===== src/rtl/doze_pkg.sv =====
package doze_pkg;
   // Field positions inside the control word
   localparam int unsigned FLD_EN    = 0;
   localparam int unsigned FLD_WAKE  = 1;
   localparam int unsigned FLD_RESUM = 2;
   localparam int unsigned FLD_RATIO = 3;

   typedef enum logic [1:0] {
      HW_NONE  = 2'd0,
      HW_CLEAR = 2'd1,
      HW_SET   = 2'd2
   } hw_act_e;
endpackage


===== src/rtl/doze_event_arb.sv =====
module doze_event_arb
   import doze_pkg::*;
(
   input  logic    irq_take,
   input  logic    irq_return,
   input  logic    wake_q,
   input  logic    resum_q,
   output hw_act_e act
);
   // Clearing (recovery) outranks re-entry when both occur together
   always_comb begin
      if (irq_take && wake_q)
         act = HW_CLEAR;
      else if (irq_return && resum_q)
         act = HW_SET;
      else
         act = HW_NONE;
   end
endmodule


===== src/rtl/doze_cfg_reg.sv =====
module doze_cfg_reg
   import doze_pkg::*;
#(
   parameter int unsigned RATIO_W = 3,
   localparam int unsigned CFG_W  = RATIO_W + 3
)(
   input  logic               clk,
   input  logic               rst_n,
   input  logic               wr_en,
   input  logic [CFG_W-1:0]   wr_data,
   input  hw_act_e            act,
   output logic               doze_en,
   output logic               wake,
   output logic               resum,
   output logic [RATIO_W-1:0] ratio,
   output logic               restart
);
   logic               en_d;
   logic               wake_d;
   logic               resum_d;
   logic [RATIO_W-1:0] ratio_d;

   always_comb begin
      en_d    = doze_en;
      wake_d  = wake;
      resum_d = resum;
      ratio_d = ratio;
      if (wr_en) begin
         en_d    = wr_data[FLD_EN];
         wake_d  = wr_data[FLD_WAKE];
         resum_d = wr_data[FLD_RESUM];
         ratio_d = wr_data[FLD_RATIO +: RATIO_W];
      end
      // hardware owns the enable bit over software in the same cycle
      unique case (act)
         HW_CLEAR: en_d = 1'b0;
         HW_SET:   en_d = 1'b1;
         default:  ;
      endcase
   end

   assign restart = wr_en || (act != HW_NONE);

   always_ff @(posedge clk) begin
      if (!rst_n) begin
         doze_en <= 1'b0;
         wake    <= 1'b0;
         resum   <= 1'b0;
         ratio   <= '0;
      end else begin
         doze_en <= en_d;
         wake    <= wake_d;
         resum   <= resum_d;
         ratio   <= ratio_d;
      end
   end
endmodule


===== src/rtl/doze_period_cnt.sv =====
module doze_period_cnt #(
   parameter int unsigned RATIO_W    = 3,
   parameter int unsigned WRAP_STYLE = 0,
   localparam int unsigned CNT_W     = 1 << RATIO_W
)(
   input  logic               clk,
   input  logic               rst_n,
   input  logic               run,
   input  logic               restart,
   input  logic [RATIO_W-1:0] ratio,
   output logic               phase_zero
);
   logic [CNT_W-1:0] last;   // period - 1, as a low-bit mask
   logic [CNT_W-1:0] cnt_q;

   always_comb begin
      for (int i = 0; i < CNT_W; i++)
         last[i] = (i <= int'(ratio));
   end

   assign phase_zero = (cnt_q == '0);

   generate
      if (WRAP_STYLE == 0) begin : g_up
         always_ff @(posedge clk) begin
            if (!rst_n || restart || !run)
               cnt_q <= '0;
            else if (cnt_q == last)
               cnt_q <= '0;
            else
               cnt_q <= cnt_q + 1'b1;
         end
      end else begin : g_down
         always_ff @(posedge clk) begin
            if (!rst_n || restart || !run)
               cnt_q <= '0;
            else if (cnt_q == '0)
               cnt_q <= last;
            else
               cnt_q <= cnt_q - 1'b1;
         end
      end
   endgenerate
endmodule


===== src/rtl/doze_rate_ctrl.sv =====
module doze_rate_ctrl
   import doze_pkg::*;
#(
   parameter int unsigned RATIO_W    = 3,
   parameter int unsigned WRAP_STYLE = 0,
   localparam int unsigned CFG_W     = RATIO_W + 3
)(
   input  logic             clk,
   input  logic             rst_n,
   input  logic             cfg_we,
   input  logic [CFG_W-1:0] cfg_wdata,
   input  logic             irq_take,
   input  logic             irq_return,
   output logic             cpu_exec_en,
   output logic [CFG_W-1:0] cfg_rdata
);
   generate
      if (RATIO_W < 1 || RATIO_W > 4) begin : g_bad_ratio_w
         $error("doze_rate_ctrl: RATIO_W must lie in 1..4");
      end
      if (WRAP_STYLE > 1) begin : g_bad_wrap
         $error("doze_rate_ctrl: WRAP_STYLE must be 0 or 1");
      end
   endgenerate

   hw_act_e            act;
   logic               doze_en;
   logic               wake;
   logic               resum;
   logic [RATIO_W-1:0] ratio;
   logic               restart;
   logic               phase_zero;

   doze_event_arb u_arb (
      .irq_take   (irq_take),
      .irq_return (irq_return),
      .wake_q     (wake),
      .resum_q    (resum),
      .act        (act)
   );

   doze_cfg_reg #(.RATIO_W(RATIO_W)) u_cfg (
      .clk     (clk),
      .rst_n   (rst_n),
      .wr_en   (cfg_we),
      .wr_data (cfg_wdata),
      .act     (act),
      .doze_en (doze_en),
      .wake    (wake),
      .resum   (resum),
      .ratio   (ratio),
      .restart (restart)
   );

   doze_period_cnt #(.RATIO_W(RATIO_W), .WRAP_STYLE(WRAP_STYLE)) u_cnt (
      .clk        (clk),
      .rst_n      (rst_n),
      .run        (doze_en),
      .restart    (restart),
      .ratio      (ratio),
      .phase_zero (phase_zero)
   );

   // recovery lets the pulse cycle itself execute
   assign cpu_exec_en = !doze_en || phase_zero || (act == HW_CLEAR);

   always_comb begin
      cfg_rdata = '0;
      cfg_rdata[FLD_EN]               = doze_en;
      cfg_rdata[FLD_WAKE]             = wake;
      cfg_rdata[FLD_RESUM]            = resum;
      cfg_rdata[FLD_RATIO +: RATIO_W] = ratio;
   end
endmodule


===== config.mk =====
export PLATFORM = sky130hd
export DESIGN_NAME = doze_rate_ctrl
export DESIGN_NICKNAME = d
export VERILOG_FILES = /design/src/rtl/doze_pkg.sv /design/src/rtl/doze_event_arb.sv /design/src/rtl/doze_cfg_reg.sv /design/src/rtl/doze_period_cnt.sv /design/src/rtl/doze_rate_ctrl.sv
export SDC_FILE = /design/constraint.sdc
export NUM_CORES = 1
export LEC_CHECK = 0
export BUFFER_PORTS_ARGS = -buffer_cell sky130_fd_sc_hd__buf_2
export CELL_PAD_IN_SITES_DETAIL_PLACEMENT = 1
export CELL_PAD_IN_SITES_GLOBAL_PLACEMENT = 2
export CORE_MARGIN = 3
export CORE_UTILIZATION = 35
export CTS_BUF_LIST = sky130_fd_sc_hd__clkbuf_4
export DETAILED_ROUTE_END_ITERATION = 10
export PLACE_DENSITY_LB_ADDON = 0.12
export SLEW_MARGIN = 20
export SYNTH_ARGS = -nofsm -noshare
export SYNTH_HDL_FRONTEND = slang
export SYNTH_SLANG_ARGS = --single-unit

===== constraint.sdc =====
create_clock -name clk -period 4.02 [get_ports clk]
set_input_delay 0.201 -clock clk [delete_from_list [all_inputs] [get_ports clk]]
set_output_delay 0.201 -clock clk [all_outputs]
set_load 0.005 [all_outputs]

[Word level (Yosys, flattened, before mapping)]
Cells that the tools add are included.
W data, S select, Z words.
Storage, ports and cells
  flip-flop bits (word level): 14
  input port bits: 11
  output and inout port bits: 7
  logic and storage cells: 33
Cells by class
  add/subtract/negate cells: 1
  magnitude comparators: 7
  eq/ne operators: 3
  multiplexer cells: 4
  reductions and logical operators: 13
Operator list (number)
  $le A3 B3 Y1 const A: 4
  $add A8 B1 Y8 const B: 1
  $eq A8 B8 Y1: 1
  $logic_not A8 Y1: 1
  $le A2 B3 Y1 const A: 2
  $logic_or A1 B1 Y1: 5
  $mux W2: 2
  $le A1 B3 Y1 const A: 1
  $reduce_bool A3 Y1: 1
  $eq A2 B1 Y1 const B: 1
  $eq A2 B2 Y1 const B: 1
  $logic_and A1 B1 Y1: 2
  $logic_not A1 Y1: 2
  $pmux W1 S2: 1
  $reduce_bool A2 Y1: 1
  $reduce_or A2 Y1: 1
  $mux W1: 1

[Longest topological paths before layout]
Gate-level depths: netlist of run 1.
  word-level depth: 8
  gate-level depth with buffers: 6
  gate-level depth less buffers: 6

[Cells and area by module]
Synthesis of run 1 repeated with hierarchy kept, for this count alone.
Unflattened totals
  cell total of the unflattened synthesis: 95
  area total of the unflattened synthesis: 860.8 sq um
Modules (own cells, without submodules)
  doze_period_cnt: times used 1, cells an instance 60, area each 511.7 sq um, seq. area each 160.2 sq um
  doze_cfg_reg: times used 1, cells an instance 27, area each 294.0 sq um, seq. area each 120.1 sq um
  doze_rate_ctrl: times used 1, cells an instance 5, area each 36.3 sq um, seq. area each 0.0 sq um
  doze_event_arb: times used 1, cells an instance 3, area each 18.8 sq um, seq. area each 0.0 sq um

[Worst setup path after synthesis of run 1]
Ideal clock, no wire load.
  path kind: reg2reg
  from: register u_cfg.ratio[1]
  to: register u_cnt.cnt_q[5]
  setup time: 0.133 ns
  data arrival time: 1.459 ns
  required time: 3.887 ns
  setup slack: 2.428 ns
  stages on the path, launching flop included: 7
  path buffers: 1
  clock period less this slack: 1.592 ns
  cells stage by stage: dfxtp_1 buf_6 or3_1 a21oi_1 o21ai_1 a211oi_4 nor4bb_1
Between the ends
  longest elaborated chain between the ends: 3
  elaborated cells between the ends (all ways): 9
  classes of those cells: order compare (7); eq/ne (1); reduce/logical (1)
Ends and longest elaborated chain
  start: declaration: RTL line doze_cfg_reg.sv:15  | output logic [RATIO_W-1:0] ratio,
  start signal: assignment: RTL line doze_cfg_reg.sv:54  | ratio <= ratio_d;
  $le A1 B3 Y1, or another cell as far along: RTL line doze_period_cnt.sv:18  | last[i] = (i <= int'(ratio));
  $eq A8 B8 Y1 (*): RTL line doze_period_cnt.sv:28  | else if (cnt_q == last)
  $reduce_or A2 Y1 (no line) (*)
  end signal: assignment: RTL line doze_period_cnt.sv:31  | cnt_q <= cnt_q + 1'b1;
  end: declaration: RTL line doze_period_cnt.sv:14  | logic [CNT_W-1:0] cnt_q;
Mark *: on every way between the ends. The rest lies on a longest branch, timed or not.
A chain may end at the register's enable or synchronous reset.

[Worst setup path in the final report of run 1]
  from: register u_cnt.cnt_q[2]
  to: register u_cnt.cnt_q[5]
Between the ends
  longest elaborated chain between the ends: 2
  elaborated cells between the ends (all ways): 3
  classes of those cells: add/sub (1); eq/ne (1); reduce/logical (1)
Ends and longest elaborated chain
  branches (longest 2 deep; another with $add A8 B1 Y8)
Several ways; the timed one is not identified.

==> results of run 1 <==
[final cells by class]
type / instances / share of cell area (%)
Tap cell: 27 / 3.78
Timing Repair Buffer: 17 / 9.52
Multi-Input combinational cell: 65 / 49.9
Sequential cell: 14 / 31.4
Inverter: 6 / 2.52
Clock inverter: 1 / 0.420
Clock buffer: 3 / 2.52
[placed cells by master (no fill, tap or decap), drive strengths merged, types with 3 or more instances in the layout]
cell type,instances
buf,17
dfxtp,14
nand2,9
inv,6
nor2,6
nor2b,6
mux2i,6
a21oi,5
nand3,4
xnor2,3
clkbuf,3
o21ai,3
[kinds of logic after synthesis]
kind of cell | after synthesis
and+or+nand+nor | 37
AOI/OAI and AO/OA | 15
buffers and inverters | 15
DFF | 14
muxes | 6
xor gates and xnor gates | 5
adders and majority gates | 2
[worst paths after layout]
check,start,endpoint,slack (ns)
setup / recovery,u_cnt.cnt_q[2],u_cnt.cnt_q[5],2.27
hold / removal,cfg_wdata[5],u_cfg.ratio[2],0.16
setup reg to reg,u_cnt.cnt_q[2],u_cnt.cnt_q[5],2.27
hold reg to reg,u_cfg.resum,u_cfg.doze_en,0.52
[sequential cells by signal, indices dropped and copies added, names as in the netlist]
name	count
u_cfg.doze_en	1
u_cnt.cnt_q	8
u_cfg.resum	1
u_cfg.wake	1
u_cfg.ratio	3
[stage by stage]
step,setup slack [ns],instances,utilization [%],hold WS [ns],power [mW]
floorplan,2.43,94,-,0.329,0.174
global placement,2.29,129,41.3,0.457,0.180
detailed placement,2.23,129,41.3,0.467,0.181
CTS,2.19,133,42.6,0.157,0.267
global route,2.07,133,42.9,0.177,0.279
finish,2.27,133,42.9,0.161,0.264
[metal layers]
| metal | vias up | global-route usage [%] | wire (um) |
|---|---|---|---|
| li1 | 345 | - | - |
| met1 | 323 | 19.1 | 888 |
| met2 | 7 | 21.1 | 838 |
| met3 | 4 | 3.54 | 51 |
| met4 | 0 | 9.13 | 36 |
| met5 | - | 0 | 0 |
[where the power goes]
group          internal, mW  switching [mW]
sequential            0.143         0.00594
clock                0.0361          0.0505
combinational        0.0152          0.0139
[worst reg2reg max path, delay by kind of cell (launching register included)]
kind                   cells  cell delay (ns)
DFF                        1             0.48
buffers and inverters      1             0.06
AOI/OAI and AO/OA          3             0.98
and+or+nand+nor            1             0.11
==> impl_metrics.yaml, run 1 <==
cells_and_area:
  syn2layout_area_growth_pct: 8.84
  ff_latch_area_um2: 280
  finish.instance_area_um2: 893
  nets: 120
  multi_input_area_um2: 445
  fill_cells: 275
  drive_above_1_share_pct: 20.8
  insertedDiodeCount: 0
grt:
  grt_max_degree: 11
  grt_usage_pct: 14.6
  first_global_vias: 663
  antenna_found_initial: 0
  grt_pass1_wl_um: 3040
  overflow: 0
power_and_ir_drop:
  ir_drop_mv: 0.171
  p_per_area_nw_per_um2: 296
  p_leak_nw: 0.369
die:
  die_w_um: 54.4
  die_h_um: 54.4
  start_util_pct: 39.4
  die_area_um2: 2960
  top_level_ports: 18
  core_um2: 2080
  rows: 16
setup_path:
  crit_buf_inv: 1
  critical_path_required_ns: 4.18
  max_stage_delay_ns: 0.48
  r2r_cells: 5
  worst-path-stages: 5
  crit_chain: "inv_1 > a2111oi_0 > o211ai_1 > a211oi_4 > nor4bb_1"
  worst_setup_path_end_kind: "flop"
  worstPathArrival_ns: 1.92
  crit_family: "compound AO/OA/AOI/OAI gates"
  startpoint_type: "flop"
  crit_fanout: 8
  crit_slowest_cell: "dfxtp_1"
  path_class: "reg -> reg"
routing:
  drt_iter0_markers: 5
  via_count: 679
  first_pass_iters: 4
  routedWlPerCell_um: 13.6
  viasPerCell: 5.11
  drtAntennaViolNets: 0
  route.detailed.drc: 0
  routed_wl_um: 1810
synthesis:
  synth_area_leaders: "dfxtp_1, mux2i_1, buf_4, nor2b_1, nand2_1"
  synth.most_common_cell: "dfxtp_1"
  synth_top_area_share_pct: 34.1
  async_reset_ff_share_pct: 0
  muxShareOfSynthArea_pct: 7.32
  synthXorXnorAreaFrac_pct: 5.34
  syn_nets: 107
  yosys_warnings: 0
  syn-cell-area_um2: 821
  synth_edf_count: 0
  synth_area_leader_cell: "dfxtp_1"
  ys_types: 33
  synth-simple-area-share_pct: 24.4
  syn_avg_cell_area_um2: 8.73
  yosysSeqAreaShare_pct: 34.1
  synth_commonest_cells: "dfxtp_1, nand2_1"
  synth_top_family_by_area: "simple AND/OR/NAND/NOR gates"
  synth_fa_ha_area_share_pct: 3.05
  synth_compound_area_share_pct: 13.4
  synth_ff_type: "dfxtp_1"
  synthCells: 94
  synth.ff_latch_count: 14
clock_network:
  cts_tree: "done"
  clk_latency_ns: 0.29
  clock-sinks: 14
  htreeDepth: 1
  numCtsBuffers: 3
  clk_pin_slew_ns: 0.09
  clockRootBuffer: "clkbuf_4"
  cts_hold_buf: 0
  postCtsSetupBuffers: 0
  ctsResizeCount: 0
  clk_path_buf_depth: 2
timing:
  slew_viol_final: 0
  setup-tns-final_ns: 0
  report.final.setup_viol: 0
  max_freq_ghz: 0.570
  hold_viol: 0
  rsz0062_at_grt: "no"
  post-route-min-period_ns: 1.75
  period_share_pct: 43.6
  slew_headroom_pct: 51.9
  tightest_slew_ns: 0.711
  finalClockSkew_ns: 0.00406
placed_design:
  gp_congestion: 0.662
  dpl.hpwl_um: 1390
  port_buffers: 17
  place_area_um2: 861
job:
  cap_viol_max_count: 0
outcome:
  status: "finished clean"
hold_path:
  whs_path_depth: 3
  hold_class: "in -> reg"
Note: power is estimated with default switching activity, not from simulation.
==> run 2, diff against run 1 <==
--- a/config.mk
+++ b/config.mk
@@ -9,7 +9,7 @@
 export CELL_PAD_IN_SITES_DETAIL_PLACEMENT = 1
 export CELL_PAD_IN_SITES_GLOBAL_PLACEMENT = 2
 export CORE_MARGIN = 3
-export CORE_UTILIZATION = 35
+export CORE_UTILIZATION = 32
 export CTS_BUF_LIST = sky130_fd_sc_hd__clkbuf_4
 export DETAILED_ROUTE_END_ITERATION = 10
 export PLACE_DENSITY_LB_ADDON = 0.12
==> constraint.sdc (replaced) <==
create_clock -name clk -period 1.65 [get_ports clk]
set_input_delay 0.0825 -clock clk [delete_from_list [all_inputs] [get_ports clk]]
set_output_delay 0.0825 -clock clk [all_outputs]
set_load 0.005 [all_outputs]
==> run 2 against run 1 <==
Compared with the run above: fmax rose by 12%; final cell count rose by 8.3%; register-to-register slack got worse by 2.2 ns; non-clock buffer count rose by 10; flip-flop and latch count did not move; clock skew fell by 0.0020 ns; combinational power rose to 3.0 times the previous value; via count rose by 5.4%; largest power group unchanged; global-route usage fell by 1.0 points; final area rose by 9.4%.
==> impl_metrics.yaml, run 2 (synthesis gave the netlist of run 1 again) <==
timing:
  hold_viol: 0
  period_share_pct: 94.6
  tightest_slew_ns: 0.283
  max_freq_ghz: 0.641
  post-route-min-period_ns: 1.56
  slew_viol_final: 0
  report.final.setup_viol: 0
  slew_headroom_pct: 81.0
  finalClockSkew_ns: 0.00202
  worst_slack_ns: 0.0896
job:
  cap_viol_max_count: 0
setup_path:
  crit_fanout: 5
  worst_setup_path_end_kind: "flop"
  startpoint_type: "flop"
  path_class: "reg -> reg"
  critical_path_required_ns: 1.85
  worstReg2RegStart: "u_cnt.cnt_q[2]"
  startpoint: "u_cnt.cnt_q[2]"
  worstPathArrival_ns: 1.76
clock_network:
  numCtsBuffers: 3
  clk_latency_ns: 0.28
  clk_pin_slew_ns: 0.09
  cts_tree: "done"
  clockRootBuffer: "clkbuf_4"
  clock-sinks: 14
  cts_hold_buf: 0
  htreeDepth: 1
  clk_path_buf_depth: 2
outcome:
  status: "finished clean"
routing:
  viasPerCell: 4.97
  drt_iter0_markers: 3
  routed_wl_um: 2020
  route.detailed.drc: 0
  routedWlPerCell_um: 14.0
  via_count: 716
  first_pass_iters: 4
  drtAntennaViolNets: 0
cells_and_area:
  regMostFlops: "u_cnt.cnt_q"
  layout_commonest_cell: "buf_2"
  reg_top3: "u_cnt.cnt_q: 8 flops, u_cfg.ratio: 3 flops"
  drive_above_1_share_pct: 30.2
  syn2layout_area_growth_pct: 19.1
  largest_register_ff_count: 8
  most-common-layout-cells: "buf_2, dfxtp_1, buf_4, nand2_1"
  fill_cells: 292
  nets: 130
  finalNonFillerCells: 144
  fin_util_pct: 42.1
  insertedDiodeCount: 0
hold_path:
  hold_class: "in -> reg"
  holdCritStartpoint: "cfg_wdata[4]"
placed_design:
  gp_congestion: 0.725
  placedCellCount: 138
  dpl.hpwl_um: 1590
  detailedPlace.worstSlack_ns: -0.00621
  port_buffers: 17
grt:
  first_global_vias: 713
  grt_use_met2_pct: 21.0
  grt_max_degree: 11
  antenna_found_initial: 0
  top_usage_layer: "met2"
  grt_util_met3_pct: 5.29
  grt_usage_pct: 13.5
  grt_pass1_wl_um: 3350
  overflow: 0
  gr-usage-met1_pct: 17.5
die:
  rows: 17
  core_um2: 2320
  die_area_um2: 3210
  top_level_ports: 18
  die_h_um: 56.6
  die_w_um: 56.6
  start_util_pct: 35.4
power_and_ir_drop:
  p_per_area_nw_per_um2: 666
  p_leak_nw: 0.425
  ir_drop_mv: 0.403
  total_power_mw: 0.651
run 2: changes by cell type in the layout (fill, tap and decap cells not counted):
cell | previous run | this run
o21ai_1 | 1 | 0
dfxtp_1 | 14 | 13
o21ai_2 | 0 | 1
buf_4 | 0 | 10
nor4bb_1 | 1 | 2
nor4bb_2 | 1 | 0
nor2b_2 | 0 | 1
a2111oi_0 | 1 | 0
dfxtp_2 | 0 | 1
nor2b_1 | 6 | 5
a2111oi_2 | 0 | 1
run 2: per-layer routing:
| layer | routed length [um] | part of all wire, % |
|---|---|---|
| met1 | 929 | 46 |
| met2 | 977 | 48 |
| met3 | 79 | 3.9 |
| met4 | 36 | 1.8 |
| met5 | 0 | 0 |
run 2: path summary, 6_finish.rpt:
check	to	slack, ns	cells after the start
worst max-delay path	u_cnt.cnt_q[3]	0.09	6
worst min-delay path	u_cfg.ratio[1]	0.05	3
worst max register to register	u_cnt.cnt_q[3]	0.09	6
worst min register to register	u_cfg.doze_en	0.51	2
run 2: power by group:
part / switching (mW) / total, mW / internal, mW
Clock: 0.119 / 0.207 / 0.0879
Sequential: 0.0103 / 0.358 / 0.348
Combinational: 0.0416 / 0.0859 / 0.0443
Total: 0.171 / 0.651 / 0.480
run 2: repair_timing:
item | in CTS | in global routing
endpoints found under the setup margin | 4 | 7
resized for setup | 0 | 5
pin swaps | 1 | 1
endpoints found under the hold margin | 0 | 0
buffers inserted | 2 | 0
run 2: layout make-up:
class | instances | area [um2] | area share, %
Clock buffer | 3 | 22.5 | 2.30
Clock inverter | 1 | 3.75 | 0.384
Inverter | 6 | 22.5 | 2.30
Multi-Input combinational cell | 65 | 452 | 46.2
Sequential cell | 14 | 282 | 28.8
Tap cell | 28 | 35.0 | 3.59
Timing Repair Buffer | 27 | 160 | 16.4
run 2: worst max-delay path, stage by stage, from the launching register on:
cell      delay, ns
dfxtp_1        0.40
nor2b_2        0.21
a21oi_1        0.09
o211ai_1       0.27
a211oi_4       0.07
buf_4          0.16
nor4b_1        0.26
run 2: stage by stage:
step | TNS [ns] | hold WS [ns] | cell area [um2]
floorplan | 0 | 0.211 | 821
global placement | 0 | 0.342 | 922
detailed placement | -0.00621 | 0.351 | 922
CTS | 0 | 0.0487 | 963
global route | -0.00981 | 0.0586 | 977
finish | 0 | 0.0531 | 977
